<file path="src/rtl/irq_dispatch_pkg.sv">
package irq_dispatch_pkg;
   typedef enum logic [3:0] {
      ST_IDLE, ST_ACK, ST_PUSH_FL, ST_PUSH_CS, ST_PUSH_IP,
      ST_RD_IP, ST_RD_CS, ST_RD_WAIT, ST_DONE
   } seq_st_e;

   typedef enum logic [2:0] {
      AK_IDLE, AK_P1, AK_GAP, AK_P2, AK_FIN
   } ack_st_e;

   typedef enum logic [1:0] {
      SRC_NONE, SRC_SOFT, SRC_NMI, SRC_MASK
   } src_e;
endpackage

</file>
<file path="src/rtl/irq_src_arb.sv">
module irq_src_arb
   import irq_dispatch_pkg::*;
#(
   parameter int DW       = 16,
   parameter int TYPE_W   = 8,
   parameter int NMI_TYPE = 2,
   parameter int IF_BIT   = 9
) (
   input  logic              clk,
   input  logic              rst_n,
   input  logic              idle,
   input  logic              swi_req,
   input  logic [TYPE_W-1:0] swi_type,
   input  logic              nmi_req,
   input  logic              intr_req,
   input  logic [DW-1:0]     flags_in,
   output logic              take,
   output src_e              src,
   output logic [TYPE_W-1:0] type_imm
);
   logic       nmi_prev, nmi_pend, nmi_rise, pend_now;
   logic [2:0] grant;

   assign nmi_rise = nmi_req & ~nmi_prev;
   assign pend_now = nmi_pend | nmi_rise;

   assign grant[0] = swi_req;
   assign grant[1] = pend_now & ~swi_req;
   assign grant[2] = intr_req & flags_in[IF_BIT] & ~swi_req & ~pend_now;

   assign take = idle & (|grant);

   always_comb begin
      if (grant[0])      src = SRC_SOFT;
      else if (grant[1]) src = SRC_NMI;
      else if (grant[2]) src = SRC_MASK;
      else               src = SRC_NONE;
   end

   assign type_imm = grant[0] ? swi_type : TYPE_W'(NMI_TYPE);

   always_ff @(posedge clk or negedge rst_n) begin
      if (!rst_n) begin
         nmi_prev <= 1'b0;
         nmi_pend <= 1'b0;
      end else begin
         nmi_prev <= nmi_req;
         nmi_pend <= pend_now & ~(idle & grant[1]);
      end
   end

   assert_grant_onehot_R1: assert property (@(posedge clk) disable iff (!rst_n)
      $onehot0(grant));
   assert_mask_needs_ie_R2: assert property (@(posedge clk) disable iff (!rst_n)
      (take && src == SRC_MASK) |-> flags_in[IF_BIT]);
endmodule

</file>
<file path="src/rtl/irq_ack_hs.sv">
module irq_ack_hs
   import irq_dispatch_pkg::*;
#(
   parameter int TYPE_W    = 8,
   parameter int PULSE_CYC = 1
) (
   input  logic              clk,
   input  logic              rst_n,
   input  logic              start,
   input  logic [TYPE_W-1:0] ack_data,
   output logic              inta_n,
   output logic              ack_done,
   output logic [TYPE_W-1:0] ack_type
);
   ack_st_e st;
   logic    last;

   initial begin : prm_chk
      assert (PULSE_CYC >= 1) else $error("PULSE_CYC must be at least 1");
   end

   generate
      if (PULSE_CYC > 1) begin : g_cnt
         localparam int CW = $clog2(PULSE_CYC);
         logic [CW-1:0] cnt;
         assign last = (cnt == CW'(PULSE_CYC - 1));
         always_ff @(posedge clk or negedge rst_n) begin
            if (!rst_n) cnt <= '0;
            else if (st == AK_IDLE || st == AK_FIN || last) cnt <= '0;
            else cnt <= cnt + 1'b1;
         end
      end else begin : g_one
         assign last = 1'b1;
      end
   endgenerate

   always_ff @(posedge clk or negedge rst_n) begin
      if (!rst_n) begin
         st       <= AK_IDLE;
         ack_type <= '0;
      end else begin
         case (st)
            AK_IDLE: if (start) st <= AK_P1;
            AK_P1:   if (last) st <= AK_GAP;
            AK_GAP:  if (last) st <= AK_P2;
            AK_P2:   if (last) begin
                        st       <= AK_FIN;
                        ack_type <= ack_data;
                     end
            default: st <= AK_IDLE;
         endcase
      end
   end

   assign inta_n   = !(st == AK_P1 || st == AK_P2);
   assign ack_done = (st == AK_FIN);

   assert_ack_start_idle_R3: assert property (@(posedge clk) disable iff (!rst_n)
      start |-> (st == AK_IDLE));
   assert_ack_done_high_R3: assert property (@(posedge clk) disable iff (!rst_n)
      ack_done |-> $past(!inta_n));
endmodule

</file>
<file path="src/rtl/irq_seq_core.sv">
module irq_seq_core
   import irq_dispatch_pkg::*;
#(
   parameter int DW     = 16,
   parameter int TYPE_W = 8,
   parameter int TF_BIT = 8,
   parameter int IF_BIT = 9
) (
   input  logic                clk,
   input  logic                rst_n,
   input  logic                take,
   input  src_e                src,
   input  logic [TYPE_W-1:0]   type_imm,
   input  logic [DW-1:0]       flags_in,
   input  logic [DW-1:0]       cs_in,
   input  logic [DW-1:0]       ip_in,
   input  logic [DW-1:0]       sp_in,
   input  logic                ack_done,
   input  logic [TYPE_W-1:0]   ack_type,
   input  logic [DW-1:0]       mem_rd_data,
   output logic                ack_start,
   output logic                idle,
   output logic                busy,
   output logic                mem_wr_en,
   output logic [DW-1:0]       mem_wr_addr,
   output logic [DW-1:0]       mem_wr_data,
   output logic                sp_upd_en,
   output logic [DW-1:0]       sp_upd,
   output logic                flags_we,
   output logic [DW-1:0]       flags_wdata,
   output logic                mem_rd_en,
   output logic [TYPE_W+1:0]   mem_rd_addr,
   output logic                done,
   output logic [DW-1:0]       new_cs,
   output logic [DW-1:0]       new_ip
);
   localparam logic [DW-1:0] CLR_MASK = ~((DW'(1) << TF_BIT) | (DW'(1) << IF_BIT));
   localparam logic [DW-1:0] WORD_B   = DW'(2);

   seq_st_e           st;
   logic [TYPE_W-1:0] typ;
   logic [DW-1:0]     fl_q, cs_q, ip_q, sp_q;
   logic              pushing;

   assign idle      = (st == ST_IDLE);
   assign busy      = !idle;
   assign ack_start = take && (src == SRC_MASK);
   assign pushing   = (st == ST_PUSH_FL) || (st == ST_PUSH_CS) || (st == ST_PUSH_IP);

   always_ff @(posedge clk or negedge rst_n) begin
      if (!rst_n) begin
         st     <= ST_IDLE;
         typ    <= '0;
         fl_q   <= '0;
         cs_q   <= '0;
         ip_q   <= '0;
         sp_q   <= '0;
         new_cs <= '0;
         new_ip <= '0;
      end else begin
         if (pushing) sp_q <= sp_q - WORD_B;
         case (st)
            ST_IDLE: if (take) begin
               typ  <= type_imm;
               fl_q <= flags_in;
               cs_q <= cs_in;
               ip_q <= ip_in;
               sp_q <= sp_in;
               st   <= (src == SRC_MASK) ? ST_ACK : ST_PUSH_FL;
            end
            ST_ACK: if (ack_done) begin
               typ <= ack_type;
               st  <= ST_PUSH_FL;
            end
            ST_PUSH_FL: st <= ST_PUSH_CS;
            ST_PUSH_CS: st <= ST_PUSH_IP;
            ST_PUSH_IP: st <= ST_RD_IP;
            ST_RD_IP:   st <= ST_RD_CS;
            ST_RD_CS: begin
               new_ip <= mem_rd_data;
               st     <= ST_RD_WAIT;
            end
            ST_RD_WAIT: begin
               new_cs <= mem_rd_data;
               st     <= ST_DONE;
            end
            default: st <= ST_IDLE;
         endcase
      end
   end

   always_comb begin
      mem_wr_data = fl_q;
      if (st == ST_PUSH_CS)      mem_wr_data = cs_q;
      else if (st == ST_PUSH_IP) mem_wr_data = ip_q;
   end

   assign mem_wr_en   = pushing;
   assign mem_wr_addr = sp_q - WORD_B;
   assign sp_upd_en   = pushing;
   assign sp_upd      = sp_q - WORD_B;
   assign flags_we    = (st == ST_PUSH_FL);
   assign flags_wdata = fl_q & CLR_MASK;
   assign mem_rd_en   = (st == ST_RD_IP) || (st == ST_RD_CS);
   assign mem_rd_addr = {typ, (st == ST_RD_CS), 1'b0};
   assign done        = (st == ST_DONE);

   assert_sp_step_R6: assert property (@(posedge clk) disable iff (!rst_n)
      (sp_upd_en && $past(sp_upd_en)) |-> (sp_upd == $past(sp_upd) - WORD_B));
   assert_flags_clear_R7: assert property (@(posedge clk) disable iff (!rst_n)
      flags_we |-> (!flags_wdata[TF_BIT] && !flags_wdata[IF_BIT]));
   assert_done_pulse_R9: assert property (@(posedge clk) disable iff (!rst_n)
      done |=> !done);
   assert_read_pair_R8: assert property (@(posedge clk) disable iff (!rst_n)
      (mem_rd_en && !mem_rd_addr[1]) |=> (mem_rd_en && mem_rd_addr[1]));
endmodule

</file>
<file path="src/rtl/irq_dispatch_seq.sv">
module irq_dispatch_seq
   import irq_dispatch_pkg::*;
#(
   parameter int DW        = 16,
   parameter int TYPE_W    = 8,
   parameter int NMI_TYPE  = 2,
   parameter int TF_BIT    = 8,
   parameter int IF_BIT    = 9,
   parameter int ACK_PULSE = 1,
   localparam int VA_W     = TYPE_W + 2
) (
   input  logic              clk,
   input  logic              rst_n,
   input  logic              swi_req,
   input  logic [TYPE_W-1:0] swi_type,
   input  logic              nmi_req,
   input  logic              intr_req,
   input  logic [DW-1:0]     flags_in,
   input  logic [DW-1:0]     cs_in,
   input  logic [DW-1:0]     ip_in,
   input  logic [DW-1:0]     sp_in,
   output logic              inta_n,
   input  logic [TYPE_W-1:0] ack_data,
   output logic              mem_wr_en,
   output logic [DW-1:0]     mem_wr_addr,
   output logic [DW-1:0]     mem_wr_data,
   output logic              sp_upd_en,
   output logic [DW-1:0]     sp_upd,
   output logic              flags_we,
   output logic [DW-1:0]     flags_wdata,
   output logic              mem_rd_en,
   output logic [VA_W-1:0]   mem_rd_addr,
   input  logic [DW-1:0]     mem_rd_data,
   output logic              busy,
   output logic              done,
   output logic [DW-1:0]     new_cs,
   output logic [DW-1:0]     new_ip
);
   initial begin : prm_chk
      assert (TF_BIT < DW && IF_BIT < DW && TF_BIT != IF_BIT)
         else $error("flag bit positions out of range");
      assert (NMI_TYPE < (1 << TYPE_W)) else $error("NMI_TYPE does not fit");
   end

   logic              idle, take, ack_start, ack_done;
   src_e              src;
   logic [TYPE_W-1:0] type_imm, ack_type;

   irq_src_arb #(.DW(DW), .TYPE_W(TYPE_W), .NMI_TYPE(NMI_TYPE), .IF_BIT(IF_BIT)) arb_i (
      .clk(clk), .rst_n(rst_n), .idle(idle), .swi_req(swi_req), .swi_type(swi_type),
      .nmi_req(nmi_req), .intr_req(intr_req), .flags_in(flags_in),
      .take(take), .src(src), .type_imm(type_imm));

   irq_ack_hs #(.TYPE_W(TYPE_W), .PULSE_CYC(ACK_PULSE)) ack_i (
      .clk(clk), .rst_n(rst_n), .start(ack_start), .ack_data(ack_data),
      .inta_n(inta_n), .ack_done(ack_done), .ack_type(ack_type));

   irq_seq_core #(.DW(DW), .TYPE_W(TYPE_W), .TF_BIT(TF_BIT), .IF_BIT(IF_BIT)) core_i (
      .clk(clk), .rst_n(rst_n), .take(take), .src(src), .type_imm(type_imm),
      .flags_in(flags_in), .cs_in(cs_in), .ip_in(ip_in), .sp_in(sp_in),
      .ack_done(ack_done), .ack_type(ack_type), .mem_rd_data(mem_rd_data),
      .ack_start(ack_start), .idle(idle), .busy(busy),
      .mem_wr_en(mem_wr_en), .mem_wr_addr(mem_wr_addr), .mem_wr_data(mem_wr_data),
      .sp_upd_en(sp_upd_en), .sp_upd(sp_upd), .flags_we(flags_we),
      .flags_wdata(flags_wdata), .mem_rd_en(mem_rd_en), .mem_rd_addr(mem_rd_addr),
      .done(done), .new_cs(new_cs), .new_ip(new_ip));

   assert_ack_no_mem_R3: assert property (@(posedge clk) disable iff (!rst_n)
      !inta_n |-> (!mem_wr_en && !mem_rd_en));
   assert_wr_rd_excl_R8: assert property (@(posedge clk) disable iff (!rst_n)
      !(mem_wr_en && mem_rd_en));
   assert_push_busy_R5: assert property (@(posedge clk) disable iff (!rst_n)
      mem_wr_en |-> busy);
endmodule

</file>
<file path="config.mk">
export PLATFORM = sky130hd
export DESIGN_NAME = irq_dispatch_seq
export DESIGN_NICKNAME = d
export VERILOG_FILES = /design/src/rtl/irq_dispatch_pkg.sv /design/src/rtl/irq_src_arb.sv /design/src/rtl/irq_ack_hs.sv /design/src/rtl/irq_seq_core.sv /design/src/rtl/irq_dispatch_seq.sv
export SDC_FILE = /design/constraint.sdc
export NUM_CORES = 1
export LEC_CHECK = 0
export BUFFER_PORTS_ARGS = -buffer_cell sky130_fd_sc_hd__buf_4
export CORE_AREA = 2 2 134 136
export CTS_BUF_LIST = sky130_fd_sc_hd__clkbuf_8
export CTS_CLUSTER_DIAMETER = 150
export DETAILED_ROUTE_END_ITERATION = 8
export DIE_AREA = 0 0 136 138
export PLACE_DENSITY_LB_ADDON = 0.25
export SYNTH_ARGS = -nofsm -noshare
export SYNTH_HDL_FRONTEND = slang
export SYNTH_SLANG_ARGS = --single-unit
export TNS_END_PERCENT = 100
</file>
<file path="constraint.sdc">
create_clock -name clk -period 5.8 [get_ports clk]
set_input_delay 0 -clock clk [delete_from_list [all_inputs] [get_ports clk]]
set_output_delay 0 -clock clk [all_outputs]
set_load 0.01 [all_outputs]
</file>
; ---- Yosys cells after proc, flatten, opt, wreduce, memory -nomap -nowiden
; Cells that the tools add are included.
[word_totals]
reg_bits = 121
wordCells = 74
[op_classes]
muxes = 18
n_eq_ne = 16
n_reduce_logical = 14
bitwise_logic = 13
n_addsub = 1
[ops]
columns = op, n
row1 = $mux 16, 5
row2 = $pmux 4 s8, 1
row3 = $mux 8, 3
row4 = $eq 4x3->1 const B, 4
row5 = $pmux 8 s2, 1
row6 = $sub 16x2->16 const B, 1
row7 = $pmux 3 s4, 1
row8 = $and 1x1->1, 8
row9 = $eq 4x2->1 const B, 2
row10 = $mux 2, 4
row11 = $mux 4, 2
row12 = $eq 3x2->1 const B, 2
row13 = $eq 4x1->1 const B, 1
row14 = $eq 4x4->1 const B, 1
row15 = $logic_not 4->1, 1
row16 = $logic_or 1x1->1, 4
row17 = $ne 2x1->1 const B, 2
row18 = $not 1->1, 4
row19 = $reduce_and 2->1, 2
row20 = $eq 3x1->1 const B, 1
row21 = $eq 3x3->1 const B, 1
row22 = $logic_not 3->1, 1
row23 = $mux 3, 1
row24 = $reduce_and 3->1, 1
row25 = other kinds (7), 8

; ---- Logic depth before layout (Yosys ltp)
; Gate-level depths: netlist of the first run.
[logic_depth]
word_depth = 12
depth_mapped = 8

; ---- Hierarchy
; A second synthesis of the first run with hierarchy kept.
[unflattened]
hier_cells = 502
area_unflattened_um2 = 5904.4
[modules_own_cells]
columns = mod, seq_area_each_um2, area_per_inst_um2, instances, cells_per_inst
row1 = irq_seq_core, 2702.6, 5302.6, 1, 455
row2 = irq_ack_hs, 275.3, 425.4, 1, 27
row3 = irq_src_arb, 50.0, 176.4, 1, 20

; ---- Least setup slack after synthesis of the first run
; OpenSTA, ideal clock, no wires.
[synth_path]
path_kind = reg-to-reg
start = register core_i.sp_q[1]
end = register core_i.sp_q[15]
path_stages_with_launch = 7
t_required_ns = 5.718
arrival_ns = 1.879
synth_period_minus_slack_ns = 1.961
setup_ns = 0.082
setup_slack_ns = 3.839
cell_sequence = dfrtp_1 inv_1 ha_1 nor3b_2 nand3b_1 or4_1 a31oi_1
[synth_between]
elab_chain_len = 4
[synth_lines]
columns = element, line
row1 = from (decl), irq_seq_core.sv:42  ; logic [DW-1:0] fl_q, cs_q, ip_q, sp_q;
row2 = from (signal assigned), irq_seq_core.sv:61  ; if (pushing) sp_q <= sp_q - WORD_B;
row3 = from (signal assigned), irq_seq_core.sv:68  ; sp_q <= sp_in;
row4 = $sub 16x2->16 *, irq_seq_core.sv:61
row5 = $mux 16 *, irq_seq_core.sv:61
row6 = $mux 16, irq_seq_core.sv:63  ; ST_IDLE: if (take) begin
row7 = $mux 16 *, irq_seq_core.sv:62  ; case (st)
; Every way passes the cells marked *; elsewhere a longest branch is shown, timed or not.
; A chain may end at the register's enable or synchronous reset.

; ---- Worst setup path in the final report of the first run
[layout_path]
start = register core_i.st[2]
end = output port mem_wr_data[3]
[layout_between]
elab_chain_len = 3
[layout_lines]
columns = element, line
row1 = from (decl), irq_seq_core.sv:40  ; seq_st_e st;
row2 = from (signal assigned), irq_seq_core.sv:69  ; st <= (src == SRC_MASK) ? ST_ACK : ST_PUSH_FL;
row3 = $eq 4x3->1, irq_seq_core.sv:95  ; else if (st == ST_PUSH_IP) mem_wr_data = ip_q;
row4 = $mux 16, irq_seq_core.sv:95
row5 = $mux 16 *, irq_seq_core.sv:94  ; if (st == ST_PUSH_CS) mem_wr_data = cs_q;
row6 = to (decl), irq_dispatch_seq.sv:26  ; output logic [DW-1:0] mem_wr_data,
; Marked as above.

==> qor.yml, run 1 <==
relSlewSlack_pct: 35.0
grt_pass1_vias: 5271
yosys_register_bits: 121
finalSetupViolations: 0
cts_buffers: 17
cts_buffer_depth: 2
multiInputGateArea_um2: 2430
tritoncts: "built"
vias_per_cell: 4.54
drv_cap: 0
finalSetupTns_ns: 0
crit_arrival_ns: 2.78
hp-class: "primary input to asynchronous set/reset pin"
dieArea_um2: 18800
fin_crit_sh_pct: 48.0
fmax_mhz: 360
reg2reg_depth: 6
leakage_uw: 0.00423
hold_violations: 0
seqCellArea_um2: 3030
route.detailed.drc: 0
grt_max_degree: 66
grt_use_total_pct: 17.6
port_buffers: 210
worst_pin_slew_ns: 0.975
r2r_start: "core_i.st[3]"
vias: 5131
post-cts-setup-buffers: 0
num-fill-cells: 1642
finalPower_uw: 4800
clkTransAtPathRegs_ns: 0.08
drtIter0Drc: 187
clkLatencyLatePin_ns: 0.44
die_x_um: 136
initial_core_util_pct: 33.8
synthFlopType: "dfrtp_1"
synth_seq_area_share_pct: 51.1
antenna_found_initial: 0
cts_resized: 0
grt_pass1_wl_mm: 26.1
yosys_warnings: 0
firstDrtPassIters: 5
core_area_um2: 17500
final_util_pct: 50.3
synth_edf_count: 0
ant_nets: 0
finalCriticalPeriod_ns: 2.78
cts.sinks: 121
overflow: 0
rsz0062_at_grt: "no"
syn_avg_cell_area_um2: 9.61
place_congestion: 0.780
syn_inst: 616
drive_above_1_share_pct: 32.2
cts-root-buf: "clkbuf_8"
crit_path_start_kind: "register"
synthToLayoutAreaGrowth_pct: 49.0
status: "completed"
ir_drop_mv: 0.281
num_rows: 49
r2r_setup_slack_ns: 3.08
h-tree-depth: 4
slew_viol_final: 0
post-dp-hpwl_mm: 10.3
ioPinCount: 214
diodes: 0
critPathRequiredTime_ns: 5.80
r2r-end: "core_i.sp_q[11]"
nets: 989
critPathMaxFanout: 16
crit_path_end_kind: "output pin"
synthesis.area_um2: 5920
synth_cell_type_count: 52
async_reset_ff_share_pct: 100
worstSetupPathType: "register to output pin"
power_density_nw_per_um2: 543
totalWireLength_mm: 15.9
die_y_um: 138
fin_worst_skew_ns: 0.00921
wire_per_inst_um: 14.1
## registers in the layout (all words and copies together), names as in the netlist
register	cells
ack_i.ack_type	8
ack_i.st	3
arb_i.nmi_pend	1
arb_i.nmi_prev	1
core_i.cs_q	16
core_i.fl_q	16
core_i.ip_q	16
core_i.new_cs	16
core_i.new_ip	16
core_i.sp_q	16
core_i.st	4
core_i.typ	8
## cells in the final DEF, fill, tap and decap left out, types with 4 or more instances in the layout
cell           synthesis  routed
a21oi_1                6       6
buf_4                 37     215
bufinv_16              0       4
clkbuf_8               0      18
clkinv_2               0       4
dfrtp_1              121     121
dlygate4sd3_1          0      99
inv_1                 10      12
mux2_1                 9       9
mux2_2                31      31
mux2i_1               16      16
nand2_1              222     222
nand2b_1               5       5
nand3_1                4       4
nor2_1                11      11
nor3_1                 5       4
o21ai_0               19      19
o21ai_1               20      20
xnor2_1               14      14
xor2_1                10      10
## worst max-delay path by stage
stage / from / end / slack (ns) / depth (start not counted)
finish: core_i.st[2] / mem_wr_data[3] / 3.02 / 5
global route: core_i.st[2] / mem_wr_data[0] / 2.76 / 5
CTS: core_i.st[2] / mem_wr_data[0] / 2.94 / 5
detailed placement: core_i.st[3] / core_i.sp_q[13] / 3.04 / 6
global placement: core_i.st[3] / core_i.sp_q[11] / 3.05 / 6
floorplan: core_i.sp_q[1] / core_i.sp_q[15] / 3.84 / 6
## per-stage QoR
| stage | area [um2] | instances | hold slack [ns] | worst slack [ns] |
|---|---|---|---|---|
| CTS | 8820 | 1129 | 0.151 | 2.94 |
| floorplan | 5930 | 618 | -0.296 | 3.84 |
| global placement | 7410 | 998 | 0.127 | 3.05 |
| detailed placement | 7410 | 998 | 0.124 | 3.04 |
| finish | 8820 | 1129 | 0.161 | 3.02 |
| global route | 8820 | 1129 | 0.209 | 2.76 |
## cell type report
type | instances | share of cell area (%)
Tap cell | 229 | 3.25
Sequential cell | 121 | 34.3
Clock inverter | 14 | 2.04
Clock buffer | 18 | 2.81
Multi-Input combinational cell | 421 | 27.6
Inverter | 12 | 0.510
Timing Repair Buffer | 314 | 29.5
## where the power goes
part | switching [uW] | internal, uW | leakage (uW) | total, uW
clock network | 348 | 475 | 0.000221 | 823
logic | 1210 | 1170 | 0.00255 | 2380
registers | 325 | 1270 | 0.00146 | 1590
total | 1880 | 2920 | 0.00423 | 4800
## critical path: stages (launching register included)
cell	delay, ns
dfrtp_1	0.68
nor4b_4	0.69
buf_4	0.44
mux2i_1	0.26
o21ai_0	0.09
buf_4	0.16
## repair_timing
item	CTS	global route
endpoints found under the setup margin	0	0
endpoints found under the hold margin	170	0
hold buffers	99	0
## cell usage after synthesis (all sizes together) (4+ instances only)
cell / n / area share [%]
nand2b: 5 / 0.53
dfrtp: 121 / 51
inv: 11 / 0.70
xnor2: 14 / 2.1
nor2: 12 / 0.80
clkbuf: 7 / 0.44
nand3: 4 / 0.34
a31oi: 4 / 0.68
mux2i: 16 / 2.7
nor3: 6 / 0.59
o211ai: 4 / 0.59
buf: 57 / 6.8
mux2: 40 / 7.6
xor2: 10 / 1.5
nand2: 223 / 14
nor4: 5 / 0.74
o21ai: 39 / 3.3
a21oi: 6 / 0.51
## kinds of logic after synthesis
group           synth area share [%]
compound gates                  6.32
xor+xnor                        3.55
fa+ha+maj                      0.211
buf+inv                         8.01
flops                           51.1
mux                             10.3
other cells                   0.0633
simple gates                    20.4
## metal layers
| layer | global-route usage, % | wire, um | vias up |
|---|---|---|---|
| met1 | 21.7 | 6830 | 2429 |
| met4 | 6.85 | 393 | 0 |
| met5 | 0 | 0 | - |
| met3 | 5.35 | 1020 | 31 |
| li1 | - | - | 2519 |
| met2 | 28.9 | 7690 | 152 |
(Power assumes the default switching activity.)
==> run 2: changes to the inputs <==
ABC_AREA = 1   (was default)
clock period = 2.6 ns   (was 5.8 ns; I/O delays follow)
==> run 2 against run 1 <==
- critical path depth unchanged
- largest power group is now clock
- design area increased by 1.6%
- global-route usage increased by 0.98 points
- total power decreased by 15%
- highest routed layer unchanged
==> qor.yml, run 2 <==
crit_arrival_ns: 2.54
route.detailed.drc: 0
rsz0062_at_grt: "no"
die_x_um: 136
vias: 5769
max_stage_delay_ns: 0.70
drive_above_1_share_pct: 26.7
grt_pass1_vias: 5631
ir_drop_mv: 0.369
slowest_stage: "o21ai_4"
synth_edf_count: 0
hold_violations: 0
synth_seq_area_share_pct: 50.5
ant_nets: 0
synth_top_area_share_pct: 50.5
place_congestion: 0.782
drtIter0Drc: 280
post-dp-hpwl_mm: 11.4
synth_area_leaders: "dfrtp_1 51%, nand2_1 16%, nand3_1 5.6%, buf_4 4.8%, nor2_1 3.8%"
seq_power_share_pct: 46.0
yosys_register_bits: 121
synth_cell_type_count: 32
yosysMostFrequentCell: "nand2_1"
clkPwrFrac_pct: 46.6
core_area_um2: 17500
worst_pin_slew_ns: 0.850
finalCriticalPeriod_ns: 2.16
yosysTopAreaCell: "dfrtp_1"
finalPower_uw: 4090
power_density_nw_per_um2: 457
hp-class: "primary input to register"
crit_path_start_kind: "register"
fin_area_um2: 8960
cts.sinks: 121
final.setup.worst_slack_ns: 0.435
layout.cells.most_common: "nand2_1"
grt_max_degree: 55
synthTopCellsByCount: "260 x nand2_1, 121 x dfrtp_1, 67 x nand3_1, 60 x nor2_1, 55 x inv_1"
final_cell_mix: "260 x nand2_1, 218 x buf_4, 121 x dfrtp_1"
overflow: 0
vias_per_cell: 4.53
cts_buffers: 17
syn_avg_cell_area_um2: 7.87
grt_pass1_wl_mm: 27.9
combPwrFrac_pct: 7.4
synthFlopType: "dfrtp_1"
firstDrtPassIters: 4
grt_use_total_pct: 18.6
h-tree-depth: 4
clkLatencyLatePin_ns: 0.44
ioPinCount: 214
fin_worst_skew_ns: 0.00994
antenna_found_initial: 0
critPathMaxFanout: 49
initial_core_util_pct: 34.2
fin_crit_sh_pct: 83.3
leakage_uw: 0.00472
slew_viol_final: 0
synthToLayoutAreaGrowth_pct: 49.6
status: "completed"
nets: 1134
dieArea_um2: 18800
synthesis.area_um2: 5990
critPathRequiredTime_ns: 2.98
p_int_uw: 3150
crit_top_cell: "nand2_1"
drv_cap: 0
clkTransAtPathRegs_ns: 0.08
diodes: 0
num_rows: 49
post-place-ws_ns: 0.418
p_sw_uw: 943
post-cts-setup-buffers: 0
finalSetupTns_ns: 0
async_reset_ff_share_pct: 100
post_dp_cell_area_um2: 7510
totalWireLength_mm: 17.4
num-fill-cells: 1712
finalSetupViolations: 0
worstSetupPathType: "register to register"
swShare_pct: 23.0
yosys_warnings: 0
tritoncts: "built"
cts-root-buf: "clkbuf_8"
cp_cell_sequence: "o21bai_1 -> o21ai_4 -> buf_4 -> nand2_1 -> nand2_1"
die_y_um: 138
wire_per_inst_um: 13.6
port_buffers: 210
cts_buffer_depth: 2
syn_inst: 761
crit_path_end_kind: "register"
fmax_mhz: 462
relSlewSlack_pct: 43.1
[run 2: changes by cell type after synthesis, moves of 19 or more]
cell     previous run  this run
mux2_2             31         0
inv_1              10        55
nand2_1           222       260
nand3_1             4        67
a31oi_1             3        22
nor2_1             11        60
[run 2: final timing paths]
kind / from / depth (start not counted) / slack, ns / end
worst max-delay path: arb_i.nmi_pend / 5 / 0.44 / core_i.cs_q[15]
worst min-delay path: intr_req / 6 / 0.12 / core_i.st[1]
worst max register to register: arb_i.nmi_pend / 5 / 0.44 / core_i.cs_q[15]
worst min register to register: ack_i.ack_type[4] / 2 / 0.48 / ack_i.ack_type[4]
max in group asynchronous: rst_n / 3 / 1.81 / core_i.typ[7]
min in group asynchronous: rst_n / 2 / 0.13 / core_i.fl_q[6]
[run 2: metal layers]
layer  GRT usage [%]  part of all wire, %  up-vias
met5               0                    0        -
met4            6.47                  1.8        0
met3            5.46                  5.6       20
met2            30.2                   48      148
met1            23.6                   45     2694
li1                -                    -     2907
[run 2: repair_timing]
| item | CTS | global route |
|---|---|---|
| setup endpoints to repair | 0 | 0 |
| endpoints found under the hold margin | 160 | 0 |
| gates resized for setup | 0 | 0 |
| hold buffers | 100 | 0 |
[run 2: critical path: cells and delay by family, from the launching register on]
family,cells,cell delay (ns)
AO/OA/AOI/OAI,2,0.93
buffers and inverters,1,0.58
flip-flops,1,0.35
AND/OR/NAND/NOR,2,0.21
[run 2: cell families (layout without fill, tap and decap cells)]
| logic type | after synthesis | count (layout) | synth area share [%] |
|---|---|---|---|
| buffers and inverters | 136 | 418 | 11.7 |
| AND/OR/NAND/NOR | 403 | 403 | 27.7 |
| adder cells (fa/ha/maj) | 1 | 1 | 0.209 |
| XOR/XNOR | 5 | 5 | 0.731 |
| other | 1 | 3 | 0.0626 |
| flip-flops | 121 | 121 | 50.5 |
| AO/OA/AOI/OAI | 94 | 94 | 9.15 |
[run 2: power groups by stage]
stage | clock (uW) | sequential, uW | combinational, uW
6_report | 1910 | 1880 | 302
5_1_grt | 2070 | 1880 | 329
4_1_cts | 1970 | 1880 | 304
3_5_place_dp | 0 | 1920 | 181
3_3_place_gp | 0 | 1920 | 181
2_1_floorplan | 0 | 1920 | 16.5
[run 2: cell type report]
type / count / area (um2) / share of cell area [%]
Clock buffer: 17 / 234 / 2.61
Sequential cell: 121 / 3030 / 33.8
Inverter: 66 / 248 / 2.76
Clock inverter: 15 / 215 / 2.40
Multi-Input combinational cell: 506 / 2270 / 25.4
Timing Repair Buffer: 320 / 2680 / 29.9
Tap cell: 229 / 287 / 3.20
[run 2: through the flow]
step,hold WS [ns],util [%],std cells
after floorplan,-0.296,-,763
after global placement,0.0753,42.8,1142
after detailed placement,0.0715,42.8,1142
after CTS,0.108,51.1,1274
after global routing,0.156,51.1,1274
final,0.122,51.1,1274
==> run 3: changes to the inputs <==
clock period = 2 ns   (was 2.6 ns; I/O delays follow)
==> run 3 against run 2 <==
- non-clock buffer count increased by 4
- clock-buffer cell count unchanged
- global-route usage grew 0.11 points
- via count shrank 0.57%
- register-to-register slack got worse by 0.26 ns
- fmax grew 18%
- worst setup slack worse by 0.26 ns
- largest cell class unchanged
- sequential share of layout area is 0.16 points lower
- hold slack got worse by 0.065 ns
==> qor.yml, run 3 (synthesized netlist as in run 2, its figures left out) <==
antenna_found_initial: 0
drtIter0Drc: 282
h-tree-depth: 4
overflow: 0
ir_drop_mv: 0.377
post_dp_cell_area_um2: 7550
critPathMaxFanout: 10
cts_buffers: 17
cts.sinks: 121
final_cells: 1279
vias_per_cell: 4.48
tritoncts: "built"
ioPinCount: 214
status: "completed"
finalSetupViolations: 0
finalSetupTns_ns: 0
cp_cell_sequence: "nor2_2 -> nand3_1 -> buf_4 -> a31oi_1 -> dlygate4sd3_1 -> a21oi_1"
grt_max_degree: 53
routed.top_layer: "met4"
ant_nets: 0
final_cell_mix: "259 x nand2_1, 220 x buf_4, 121 x dfrtp_1"
power_density_nw_per_um2: 563
slew_viol_final: 0
grt_use_total_pct: 18.7
grt_pass1_vias: 5659
wl_met2_mm: 8.08
core_area_um2: 17500
finalCriticalPeriod_ns: 1.83
worst_pin_slew_ns: 0.762
layout.cells.most_common: "nand2_1"
final_util_pct: 51.4
fin_crit_sh_pct: 91.5
grt_pass1_wl_mm: 28.1
crit_arrival_ns: 2.13
dieArea_um2: 18800
fmax_mhz: 547
r2r_start: "core_i.st[3]"
r2r-end: "core_i.typ[7]"
initial_core_util_pct: 34.2
wl_met3_mm: 1.06
met1_length_mm: 7.80
worstSetupPathType: "register to register"
rsz0062_at_grt: "no"
relSlewSlack_pct: 49.1
route.detailed.drc: 0
totalWireLength_mm: 17.2
place_congestion: 0.762
clkTransAtPathRegs_ns: 0.08
die_y_um: 138
drive_above_1_share_pct: 27.7
num_rows: 49
synthToLayoutAreaGrowth_pct: 50.3
reg2reg_depth: 6
leakage_uw: 0.00472
nets: 1138
post-dp-hpwl_mm: 11.4
fin_area_um2: 9010
max_stage_delay_ns: 0.56
firstDrtPassIters: 4
drv_cap: 0
hold_violations: 0
cts-root-buf: "clkbuf_8"
port_buffers: 210
cts_buffer_depth: 2
r2r_setup_slack_ns: 0.17
wire_per_inst_um: 13.4
vias: 5736
hp-class: "primary input to asynchronous set/reset pin"
dp_cells: 1146
critPathRequiredTime_ns: 2.30
crit_path_start_kind: "register"
die_x_um: 136
fin_worst_skew_ns: 0.00912
slowest_stage: "dlygate4sd3_1"
crit_path_end_kind: "register"
clkLatencyLatePin_ns: 0.44
run 3: cell count changes in the layout (fill, tap and decap cells not counted), sizes merged:
| cell | before | now |
|---|---|---|
| diode | 0 | 1 |
| clkinv | 6 | 3 |
| bufinv | 4 | 2 |
| inv | 71 | 73 |
| clkinvlp | 0 | 3 |
| buf | 220 | 224 |
run 3: final cells by class:
cell class	count	area, um2
repair buffers	324	2720
fillers	1694	8530
clock inverters	15	165
inverters	66	248
multi-input cells	506	2320
flip-flops and latches	121	3030
clock buffers	17	234
well taps	229	287
diodes	1	2.50
run 3: metal layers:
| metal | vias up | track usage (%) |
|---|---|---|
| met4 | 0 | 5.59 |
| met1 | 2648 | 24.5 |
| li1 | 2915 | - |
| met3 | 16 | 5.98 |
| met5 | - | 0 |
| met2 | 157 | 29.6 |
run 3: how the worst max path moves through the flow:
| stage | startpoint | end |
|---|---|---|
| floorplan | core_i.sp_q[1] | core_i.sp_q[5] |
| global placement | core_i.sp_q[1] | core_i.sp_q[9] |
| detailed placement | core_i.sp_q[1] | core_i.sp_q[13] |
| CTS | core_i.sp_q[1] | mem_wr_addr[9] |
| global route | core_i.st[3] | mem_wr_data[0] |
| finish | core_i.st[3] | core_i.typ[7] |
run 3: where the power goes:
part	switching, uW	internal (uW)	total (uW)
combinational	132	259	391
sequential	0.224	2450	2450
clock	1100	1130	2230
run 3: metrics by stage:
stage | hold WS, ns | setup WS (ns) | total power, uW
6_report | 0.0567 | 0.171 | 5070
5_1_grt | 0.0628 | 0.00402 | 5290
4_1_cts | 0.0534 | 0.0155 | 5150
3_5_place_dp | 0.00317 | 0.393 | 2730
3_3_place_gp | 0.000224 | 0.421 | 2730
2_1_floorplan | -0.296 | 0.314 | 2520
run 3: critical path, delay by kind of cell (launching register included):
family,cells,cell delay [ns]
buffers and inverters,2,0.75
AO/OA/AOI/OAI,2,0.21
AND/OR/NAND/NOR,2,0.31
flip-flops,1,0.42
run 3: repair_timing:
item | 4_1_cts | 5_1_grt
endpoints found under the hold margin | 235 | 0
setup buffers | 0 | 0
hold buffers | 100 | 0
endpoints found under the setup margin | 4 | 23
resized for setup | 2 | 12
